File: src/rtl/hostctl_pkg.sv
package hostctl_pkg;
  localparam int unsigned DATA_W     = 8;
  localparam int unsigned SYNC_DEPTH = 2;

  typedef struct packed {
    logic       run;       // bit 7: 1 releases DSP reset
    logic       pref;      // bit 6
    logic       gpio_ie;   // bit 5
    logic       hreq_ie;   // bit 4
    logic       uart_rst;  // bit 3
    logic       pll32;     // bit 2
    logic [1:0] spare;     // bits 1..0, ignored
  } ctrl_t;

  localparam int unsigned ST_ADDR_BIT = 4;
  localparam int unsigned ST_WR_BIT   = 5;
  localparam int unsigned ST_RD_BIT   = 6;
endpackage

File: src/rtl/hostctl_sync.sv
module hostctl_sync #(
  parameter int unsigned WIDTH  = 1,
  parameter int unsigned STAGES = 2
) (
  input  logic             clk,
  input  logic             rst_n,
  input  logic [WIDTH-1:0] d,
  output logic [WIDTH-1:0] q
);
  logic [STAGES-1:0][WIDTH-1:0] stg_q;
  logic [STAGES-1:0][WIDTH-1:0] stg_nxt;

  always_comb begin
    stg_nxt[0] = d;
    for (int i = 1; i < STAGES; i++) begin
      stg_nxt[i] = stg_q[i-1];
    end
  end

  always_ff @(posedge clk or negedge rst_n) begin
    if (!rst_n) begin
      stg_q <= '0;
    end else begin
      stg_q <= stg_nxt;
    end
  end

  assign q = stg_q[STAGES-1];
endmodule

File: src/rtl/hostctl_reg.sv
module hostctl_reg
  import hostctl_pkg::*;
(
  input  logic              clk,
  input  logic              rst_n,
  input  logic              cs,
  input  logic              wr,
  input  logic [DATA_W-1:0] wdata,
  input  logic              addr_empty,
  input  logic              wfifo_empty,
  input  logic              rfifo_empty,
  output ctrl_t             ctrl,
  output logic [DATA_W-1:0] rdata
);
  logic  wr_en;
  logic  rd_en;
  ctrl_t ctrl_nxt;

  assign wr_en = cs & wr;
  assign rd_en = cs & ~wr;

  always_comb begin
    ctrl_nxt       = ctrl_t'(wdata);
    ctrl_nxt.spare = 2'b00;
  end

  always_ff @(posedge clk or negedge rst_n) begin
    if (!rst_n) begin
      ctrl <= '0;
    end else if (wr_en) begin
      ctrl <= ctrl_nxt;
    end
  end

  always_comb begin
    rdata = '0;
    if (rd_en) begin
      rdata[ST_ADDR_BIT] = addr_empty;
      rdata[ST_WR_BIT]   = wfifo_empty;
      rdata[ST_RD_BIT]   = rfifo_empty;
    end
  end
endmodule

File: src/rtl/hostctl_irq.sv
module hostctl_irq #(
  parameter int unsigned NSRC = 2
) (
  input  logic [NSRC-1:0] src,
  input  logic [NSRC-1:0] en,
  output logic            irq_n
);
  logic [NSRC-1:0] hit;

  for (genvar g = 0; g < NSRC; g++) begin : g_gate
    assign hit[g] = src[g] & en[g];
  end

  assign irq_n = ~(|hit);
endmodule

File: src/rtl/hostctl_regs.sv
module hostctl_regs
  import hostctl_pkg::*;
(
  input  logic              clk,
  input  logic              rst_n,
  input  logic              cs,
  input  logic              wr,
  input  logic [DATA_W-1:0] wdata,
  output logic [DATA_W-1:0] rdata,
  input  logic              addr_empty,
  input  logic              wfifo_empty,
  input  logic              rfifo_empty,
  input  logic              dsp_hreq,
  input  logic              dsp_gpio,
  output logic              dsp_rst_n,
  output logic              prefetch_en,
  output logic              midi_rst,
  output logic              pll_sel,
  output logic              irq_n
);
  logic       rst_int_n;
  logic [1:0] line_raw;
  logic [1:0] line_s;
  logic [1:0] line_en;
  ctrl_t      ctrl_q;

  hostctl_sync #(.WIDTH(1), .STAGES(SYNC_DEPTH)) u_rst_sync (
    .clk   (clk),
    .rst_n (rst_n),
    .d     (1'b1),
    .q     (rst_int_n)
  );

  assign line_raw = {dsp_gpio, dsp_hreq};

  hostctl_sync #(.WIDTH(2), .STAGES(SYNC_DEPTH)) u_line_sync (
    .clk   (clk),
    .rst_n (rst_int_n),
    .d     (line_raw),
    .q     (line_s)
  );

  hostctl_reg u_reg (
    .clk         (clk),
    .rst_n       (rst_int_n),
    .cs          (cs),
    .wr          (wr),
    .wdata       (wdata),
    .addr_empty  (addr_empty),
    .wfifo_empty (wfifo_empty),
    .rfifo_empty (rfifo_empty),
    .ctrl        (ctrl_q),
    .rdata       (rdata)
  );

  assign line_en = {ctrl_q.gpio_ie, ctrl_q.hreq_ie};

  hostctl_irq #(.NSRC(2)) u_irq (
    .src   (line_s),
    .en    (line_en),
    .irq_n (irq_n)
  );

  assign dsp_rst_n   = ctrl_q.run;
  assign prefetch_en = ctrl_q.pref;
  assign midi_rst    = ctrl_q.uart_rst;
  assign pll_sel     = ctrl_q.pll32;
endmodule

File: config.mk
export PLATFORM = sky130hd
export DESIGN_NAME = hostctl_regs
export DESIGN_NICKNAME = d
export VERILOG_FILES = /design/src/rtl/hostctl_pkg.sv /design/src/rtl/hostctl_sync.sv /design/src/rtl/hostctl_reg.sv /design/src/rtl/hostctl_irq.sv /design/src/rtl/hostctl_regs.sv
export SDC_FILE = /design/constraint.sdc
export NUM_CORES = 1
export LEC_CHECK = 0
export BUFFER_PORTS_ARGS = -buffer_cell sky130_fd_sc_hd__buf_2
export CORE_AREA = 2 2 39 41
export CTS_BUF_LIST = sky130_fd_sc_hd__clkbuf_16
export CTS_CLUSTER_DIAMETER = 40
export DETAILED_ROUTE_END_ITERATION = 8
export DIE_AREA = 0 0 41 43
export PLACE_DENSITY = 0.74
export RECOVER_POWER = 100
export SLEW_MARGIN = 20
export SYNTH_ARGS = -nofsm -noshare
export SYNTH_HDL_FRONTEND = slang
export SYNTH_SLANG_ARGS = --single-unit
File: constraint.sdc
create_clock -name clk -period 1.6 [get_ports clk]
set_input_delay 0.32 -clock clk [delete_from_list [all_inputs] [get_ports clk]]
set_output_delay 0.32 -clock clk [all_outputs]
set_load 0.03 [all_outputs]
-- Word-level counts from Yosys, hierarchy flattened
Cells that the tools add are included.
- multiplexer cells: 1
- bitwise gates (word level): 6
- reduce and logical (&&, ||, !) cells: 1
- operator list (cell ; count):
    1-bit bitwise AND ; 4
    3-bit 2-to-1 mux ; 1
    1-bit NOT ; 2
    2-bit OR reduction ; 1
- input bits: 17
- output and inout bits: 13
- register bits: 12

-- Longest topological paths before layout
Gate-level depths: netlist of run 1.
- word-level depth: 3
- gate-level depth with buffers: 2
- gate-level depth less buffers: 2

-- Modules after synthesis
A second synthesis of run 1 with hierarchy kept.
- cells, all modules: 33
- area, all modules: 499.2 um2
- by module, submodules not included (module ; seq. area each (um2) ; area an instance (um2) ; cells each ; times used):
    hostctl_reg ; 150.1 ; 332.8 ; 25 ; 1
    hostctl_sync at u_line_sync ; 100.1 ; 100.1 ; 4 ; 1
    hostctl_sync at u_rst_sync ; 50.0 ; 50.0 ; 2 ; 1
    hostctl_irq ; 0.0 ; 12.5 ; 1 ; 1
    hostctl_regs ; 0.0 ; 3.8 ; 1 ; 1

-- Worst setup path before layout of run 1
No wires, ideal clock.
- path type: reg-to-output
- start point: reg u_reg.ctrl[5] (netlist bit)
- end point: out irq_n
- path slack: 374 ps
- required time: 1280 ps
- buffers on the path: 0
- data arrival time: 906 ps
- stages on the path, launching flop included: 2
- cell sequence: dfrtp_1 a22oi_1
- cells in the longest elaborated chain, start to end: 3
- RTL lines (what ; RTL line ; source):
    from (decl) ; hostctl_reg.sv:12 ; output ctrl_t ctrl,
    from (signal assigned) ; hostctl_reg.sv:31 ; ctrl <= ctrl_nxt;
    1-bit bitwise AND ; hostctl_irq.sv:11 ; assign hit[g] = src[g] & en[g];
    2-bit OR reduction ; hostctl_irq.sv:14 ; assign irq_n = ~(|hit);
    1-bit NOT ; hostctl_irq.sv:14 ;
    to (decl) ; hostctl_regs.sv:19 ; output logic irq_n
Every way passes these cells.

-- Worst setup path in the final report of run 1
- start point: in cs
- end point: out rdata[6]
- cells in the longest elaborated chain, start to end: 2
- RTL lines (what ; RTL line ; source):
    from (decl) ; hostctl_regs.sv:6 ; input logic cs,
    1-bit bitwise AND ; hostctl_reg.sv:20 ; assign rd_en = cs & ~wr;
    3-bit 2-to-1 mux ; hostctl_reg.sv:37 ; if (rd_en) begin
    to (decl) ; hostctl_regs.sv:9 ; output logic [DATA_W-1:0] rdata,
Every way passes these cells.

==> results of run 1 <==
## worst min-delay path by stage
stage                                start                                to  cells past startpoint
floorplan                            rst_n            u_rst_sync.q$_DFF_PN0_                      0
global placement                     rst_n   u_rst_sync.stg_nxt[1]$_DFF_PN0_                      1
detailed placement                   rst_n   u_rst_sync.stg_nxt[1]$_DFF_PN0_                      1
CTS                 u_rst_sync.q$_DFF_PN0_         u_reg.ctrl[3]$_DFFE_PN0P_                      0
global route                      dsp_gpio  u_line_sync.stg_nxt[3]$_DFF_PN0_                      1
finish              u_rst_sync.q$_DFF_PN0_         u_reg.ctrl[3]$_DFFE_PN0P_                      0
## cell usage after synthesis
cell type / n / area, sq um
nand2_4: 1 / 11.3
a22oi_1: 1 / 7.51
dfrtp_1: 12 / 300
buf_4: 5 / 37.5
mux2_4: 6 / 90.1
nor2b_1: 1 / 6.26
conb_1: 2 / 7.51
and2_1: 3 / 18.8
## layout make-up
type / instances / area (sq um)
clock buffer: 3 / 75.1
multi-input combinational: 18 / 134
tap: 16 / 20.0
timing repair buffer: 23 / 111
sequential: 12 / 300
fill: 132 / 743
## power groups by stage
stage / clock network, uW / registers (uW) / logic [uW]
global placement: 0 / 356 / 149
global route: 472 / 357 / 138
finish: 430 / 353 / 127
detailed placement: 0 / 358 / 151
CTS: 450 / 354 / 153
floorplan: 0 / 385 / 84.3
## stage by stage
| stage | setup WS, ns | total power, uW | hold WS [ns] |
|---|---|---|---|
| after floorplan | 0.374 | 469 | 0.0244 |
| after global placement | 0.347 | 505 | 0.106 |
| after detailed placement | 0.325 | 509 | 0.110 |
| after CTS | 0.279 | 957 | 0.167 |
| after global routing | 0.129 | 967 | 0.189 |
| final | 0.228 | 909 | 0.151 |
## repair_timing
action                                 CTS  global route
endpoints found under the hold margin    2             0
hold buffers                             1             0
setup buffers                            0             0
setup endpoints to repair                0             0
## registers in the layout, indices dropped and copies added (netlist names)
| signal | count |
|---|---|
| u_line_sync.q | 2 |
| u_line_sync.stg_nxt | 2 |
| u_reg.ctrl | 6 |
| u_rst_sync.q | 1 |
| u_rst_sync.stg_nxt | 1 |
## metal layers
metal  track usage  routed length (um)
met1         0.111                 284
met2         0.141                 281
met3        0.0628                 127
met4        0.0800                  27
met5             0                   0
## logic make-up after synthesis
logic type             after synthesis
flip-flops                          12
AND/OR/NAND/NOR                      5
multiplexers                         6
buffers and inverters                5
AO/OA/AOI/OAI                        1
other                                2
==> impl_metrics.csv, run 1 <==
group,metric,value,unit
floorplan,coreArea,1380,sq um
drt,firstDrtPassIters,1,
clock_network,cts_buffers,3,
finish,drive_above_1_share,0.339,
floorplan,dieArea,1760,sq um
pwr,swShare,0.231,
synthesis,synth_seq_area_share,0.627,
finish,final_common_cell,"buf_2",
sta,max_freq,729,MHz
global_routing,grt_pass1_vias,264,
hold_path,hold_path.class,"reg -> async",
critical_path,rrSetupSlack,0.80,ns
clock_network,cts_max_level,1,
synthesis,syn_inst,31,
run,max_cap_viol_count,0,
floorplan,fp.dieW,41,um
critical_path,crit_end,"rdata[6]",
global_routing,grt_pass1_wl,1.08,mm
drt,vias_per_cell,4.11,
critical_path,rr_endpoint,"u_reg.ctrl[6]$_DFFE_PN0P_",
synthesis,yosys-mux-area-fraction,0.188,
floorplan,ioPinCount,30,
finish,finalNonFillerCells,72,
finish,area_growth,33.7,%
finish,final_cell_area,641,sq um
synthesis,synth.avg_cell_area,15.5,sq um
drt,drc,0,
critical_path,critPathSlowestCell,"clkbuf_1",
placement,gp_congestion,0.633,
floorplan,fp.dieH,43,um
floorplan,start_util,0.346,
clock_network,ctsResizeCount,0,
critical_path,endpoint_kind,"output port",
global_routing,gr-usage-all-layers,0.104,
sta,fin_tns_setup,0,ns
synthesis,synth_seq_cells,12,
critical_path,ff2ff_path_depth,1,
synthesis,syn_area,479,sq um
critical_path,cp.arrival,1.05,ns
critical_path,worstSetupStartpointType,"primary input",
pwr,p_comb_frac,0.139,
clock_network,clockBufferDepth,2,
drt,drt-initial-drc-count,0,
synthesis,synthAdderAreaFrac,0,
pwr,vdd_ir_drop_max,0.644,mV
clock_network,clk_latency,0.23,ns
sta,fin_crit_sh,0.857,
critical_path,crit_chain,"buf_2 -> nor2b_1 -> and2_1 -> clkbuf_1",
critical_path,worstPathRequired,1.28,ns
critical_path,path_max_fanout,3,
outcome,status,"completed",
pwr,p_leak,0.000314,uW
sta,grt_setup_unrepaired,"no",
sta,finClkSkew,0.00268,ns
finish,diodes,0,
global_routing,grt_max_degree,11,
synthesis,synth_compound_gate_area_share,0.0157,
global_routing,grt-ovfl-total,0,
pwr,power_density,1420,nW/um^2
clock_network,cts_tree,"yes",
pwr,p_sw,210,uW
synthesis,synth_top_family_by_area,"multiplexers",
pwr,clkPwrFrac,0.473,
critical_path,r2r-start,"u_reg.ctrl[6]$_DFFE_PN0P_",
clock_network,clkTransAtPathRegs,0.04,ns
sta,final_max_slew_viol_count,0,
clock_network,root_buffer,"clkbuf_16",
placement,portBuffers,22,
placement,placed_cell_area,587,sq um
finish,finalNetCount,75,
drt,routedWlPerCell,10.0,um
drt,totalWireLength,721,um
global_routing,antenna_found_initial,0,
critical_path,path_class,"in -> out",
placement,dp.cells,68,
synthesis,synth_xor_area_frac,0,
finish,fin_util,0.463,
sta,setup_violations,0,
critical_path,setup.worst_path.start,"cs",
clock_network,clkSinkCount,12,
critical_path,cp_top_family,"buffers and inverters",
floorplan,num_rows,14,
critical_path,cp_num_buf_inv,2,
synthesis,synth_cell_types,8,
synthesis,ys_warn_count,0,
critical_path,cp.depth,4,
synthesis,yosys.area_share.simple,0.0757,
critical_path,critPathMaxStageDelay,0.30,ns
drt,drtAntennaViolNets,0,
sta,timing.final.crit_period,1.37,ns
finish,final_cell_mix,"buf_2, dfrtp_1, clkbuf_1",
drt,vias,296,
pwr,pwr-share-seq,0.388,
pwr,p_int,699,uW
sta,hold_violations,0,
(Power assumes the default switching activity.)
==> inputs of run 2 (changes only) <==
- PLACE_DENSITY: 0.74 -> 0.72
==> run 2 against run 1 <==
Compared with the run above:
- register-to-register slack about the same
- combinational power about the same
- clock power about the same
- largest cell class unchanged
- hold slack improved by 0.0061 ns
- global-route usage up 0.30 points
- wire length increased by 4.4%
- non-clock buffer count stayed put
- critical path depth stayed put
- via count is 2.4% lower
- utilization fell by 0.36 points
- maximum frequency is 1.4% higher
- first-iteration DRC count unchanged
==> impl_metrics.csv, run 2 (same netlist as run 1, synthesis figures left out) <==
group,metric,value,unit
clock_network,clkTransAtPathRegs,0.04,ns
critical_path,endpoint_kind,"output port",
critical_path,critPathSlowestCell,"clkbuf_1",
finish,drive_above_1_share,0.321,
global_routing,grt-ovfl-total,0,
finish,largest_register_ffs,6,
run,max_cap_viol_count,0,
outcome,status,"completed",
pwr,p_comb_frac,0.139,
clock_network,cts_max_level,1,
floorplan,coreArea,1380,sq um
floorplan,ioPinCount,30,
sta,fin_crit_sh,0.845,
placement,dpl.hpwl,594,um
pwr,p_sw,210,uW
finish,area_growth,32.6,%
hold_path,hold_path.class,"reg -> async",
critical_path,setup.worst_path.start,"wr",
critical_path,critPathMaxStageDelay,0.31,ns
drt,drt-initial-drc-count,0,
pwr,pwr-share-seq,0.387,
critical_path,worstPathRequired,1.28,ns
sta,fin_tns_setup,0,ns
finish,register_area,300,sq um
clock_network,cts_setup_buffers,0,
finish,final_cell_mix,"buf_2, dfrtp_1, clkbuf_1",
global_routing,grt_pass1_wl,1.17,mm
placement,dp.cells,68,
clock_network,cts_buffers,3,
critical_path,rr_endpoint,"u_reg.ctrl[2]$_DFFE_PN0P_",
placement,placed_cell_area,587,sq um
pwr,p_int,701,uW
global_routing,grt_pass1_vias,302,
floorplan,dieArea,1760,sq um
clock_network,clk_latency,0.23,ns
pwr,power_density,1430,nW/um^2
sta,setup_violations,0,
critical_path,path_max_fanout,3,
critical_path,worstSetupStartpointType,"primary input",
clock_network,clkSinkCount,12,
finish,finalNetCount,75,
critical_path,cp_top_family,"buffers and inverters",
finish,finalNonFillerCells,72,
floorplan,start_util,0.346,
drt,totalWireLength,753,um
clock_network,clockBufferDepth,2,
global_routing,antenna_found_initial,0,
drt,drc,0,
finish,nFillCells,137,
sta,final_max_slew_viol_count,0,
finish,final_common_cell,"buf_2",
clock_network,cts_tree,"yes",
finish,final_cell_area,636,sq um
placement,gp_congestion,0.635,
clock_network,root_buffer,"clkbuf_16",
drt,vias,289,
pwr,vdd_ir_drop_max,0.691,mV
critical_path,cp.arrival,1.03,ns
placement,portBuffers,22,
finish,diodes,0,
critical_path,crit_chain,"buf_2 -> nor2b_1 -> and2_1 -> clkbuf_1",
critical_path,r2r-start,"u_reg.ctrl[2]$_DFFE_PN0P_",
finish,largest-register,"u_reg.ctrl",
critical_path,path_class,"in -> out",
critical_path,rrSetupSlack,0.81,ns
critical_path,ff2ff_path_depth,1,
floorplan,num_rows,14,
pwr,finalPower,911,uW
sta,grt_setup_unrepaired,"no",
sta,max_freq,739,MHz
floorplan,fp.dieW,41,um
pwr,clkPwrFrac,0.474,
sta,hold_violations,0,
finish,multi_input_area,130,sq um
drt,firstDrtPassIters,1,
floorplan,fp.dieH,43,um
sta,timing.final.crit_period,1.35,ns
pwr,p_leak,0.000310,uW
drt,vias_per_cell,4.01,
pwr,swShare,0.230,
critical_path,cp_num_buf_inv,2,
sta,finClkSkew,0.00105,ns
drt,routedWlPerCell,10.5,um
global_routing,gr-usage-all-layers,0.107,
finish,fin_util,0.459,
global_routing,grt_max_degree,11,
drt,drtAntennaViolNets,0,
## run 2: layer usage
metal / part of all wire / GRT usage
met5: 0 / 0
met4: 0 / 0.0800
met3: 0.14 / 0.0314
met2: 0.46 / 0.172
met1: 0.40 / 0.108
## run 2: how the worst max path moves through the flow
stage                          end  slack [ns]  cells after the start
final                     rdata[4]        0.25                      4
after CTS                    irq_n        0.27                      2
after floorplan              irq_n        0.37                      1
after global routing      rdata[4]        0.14                      4
after global placement    rdata[4]        0.37                      4
after detailed placement  rdata[4]        0.33                      4
## run 2: cell type report
class	instances	share of cell area
Tap cell	16	0.0315
Timing Repair Buffer	23	0.173
Sequential cell	12	0.472
Clock buffer	3	0.118
Multi-Input combinational cell	18	0.205
## run 2: power groups by stage
stage / Clock [uW] / Sequential [uW] / Combinational, uW
5_1_grt: 460 / 359 / 139
3_5_place_dp: 0 / 358 / 151
3_3_place_gp: 0 / 355 / 149
4_1_cts: 443 / 354 / 154
6_report: 431 / 352 / 127
2_1_floorplan: 0 / 385 / 84.3
## run 2: per-stage QoR
stage               setup slack (ns)  hold slack [ns]
finish                         0.247            0.157
global route                   0.137            0.190
CTS                            0.270            0.174
detailed placement             0.332            0.105
global placement               0.366            0.106
floorplan                      0.374           0.0244
## run 2: timing repair
action,CTS,global route
endpoints found under the hold margin,2,0
resized for setup,0,0
hold buffers,1,0
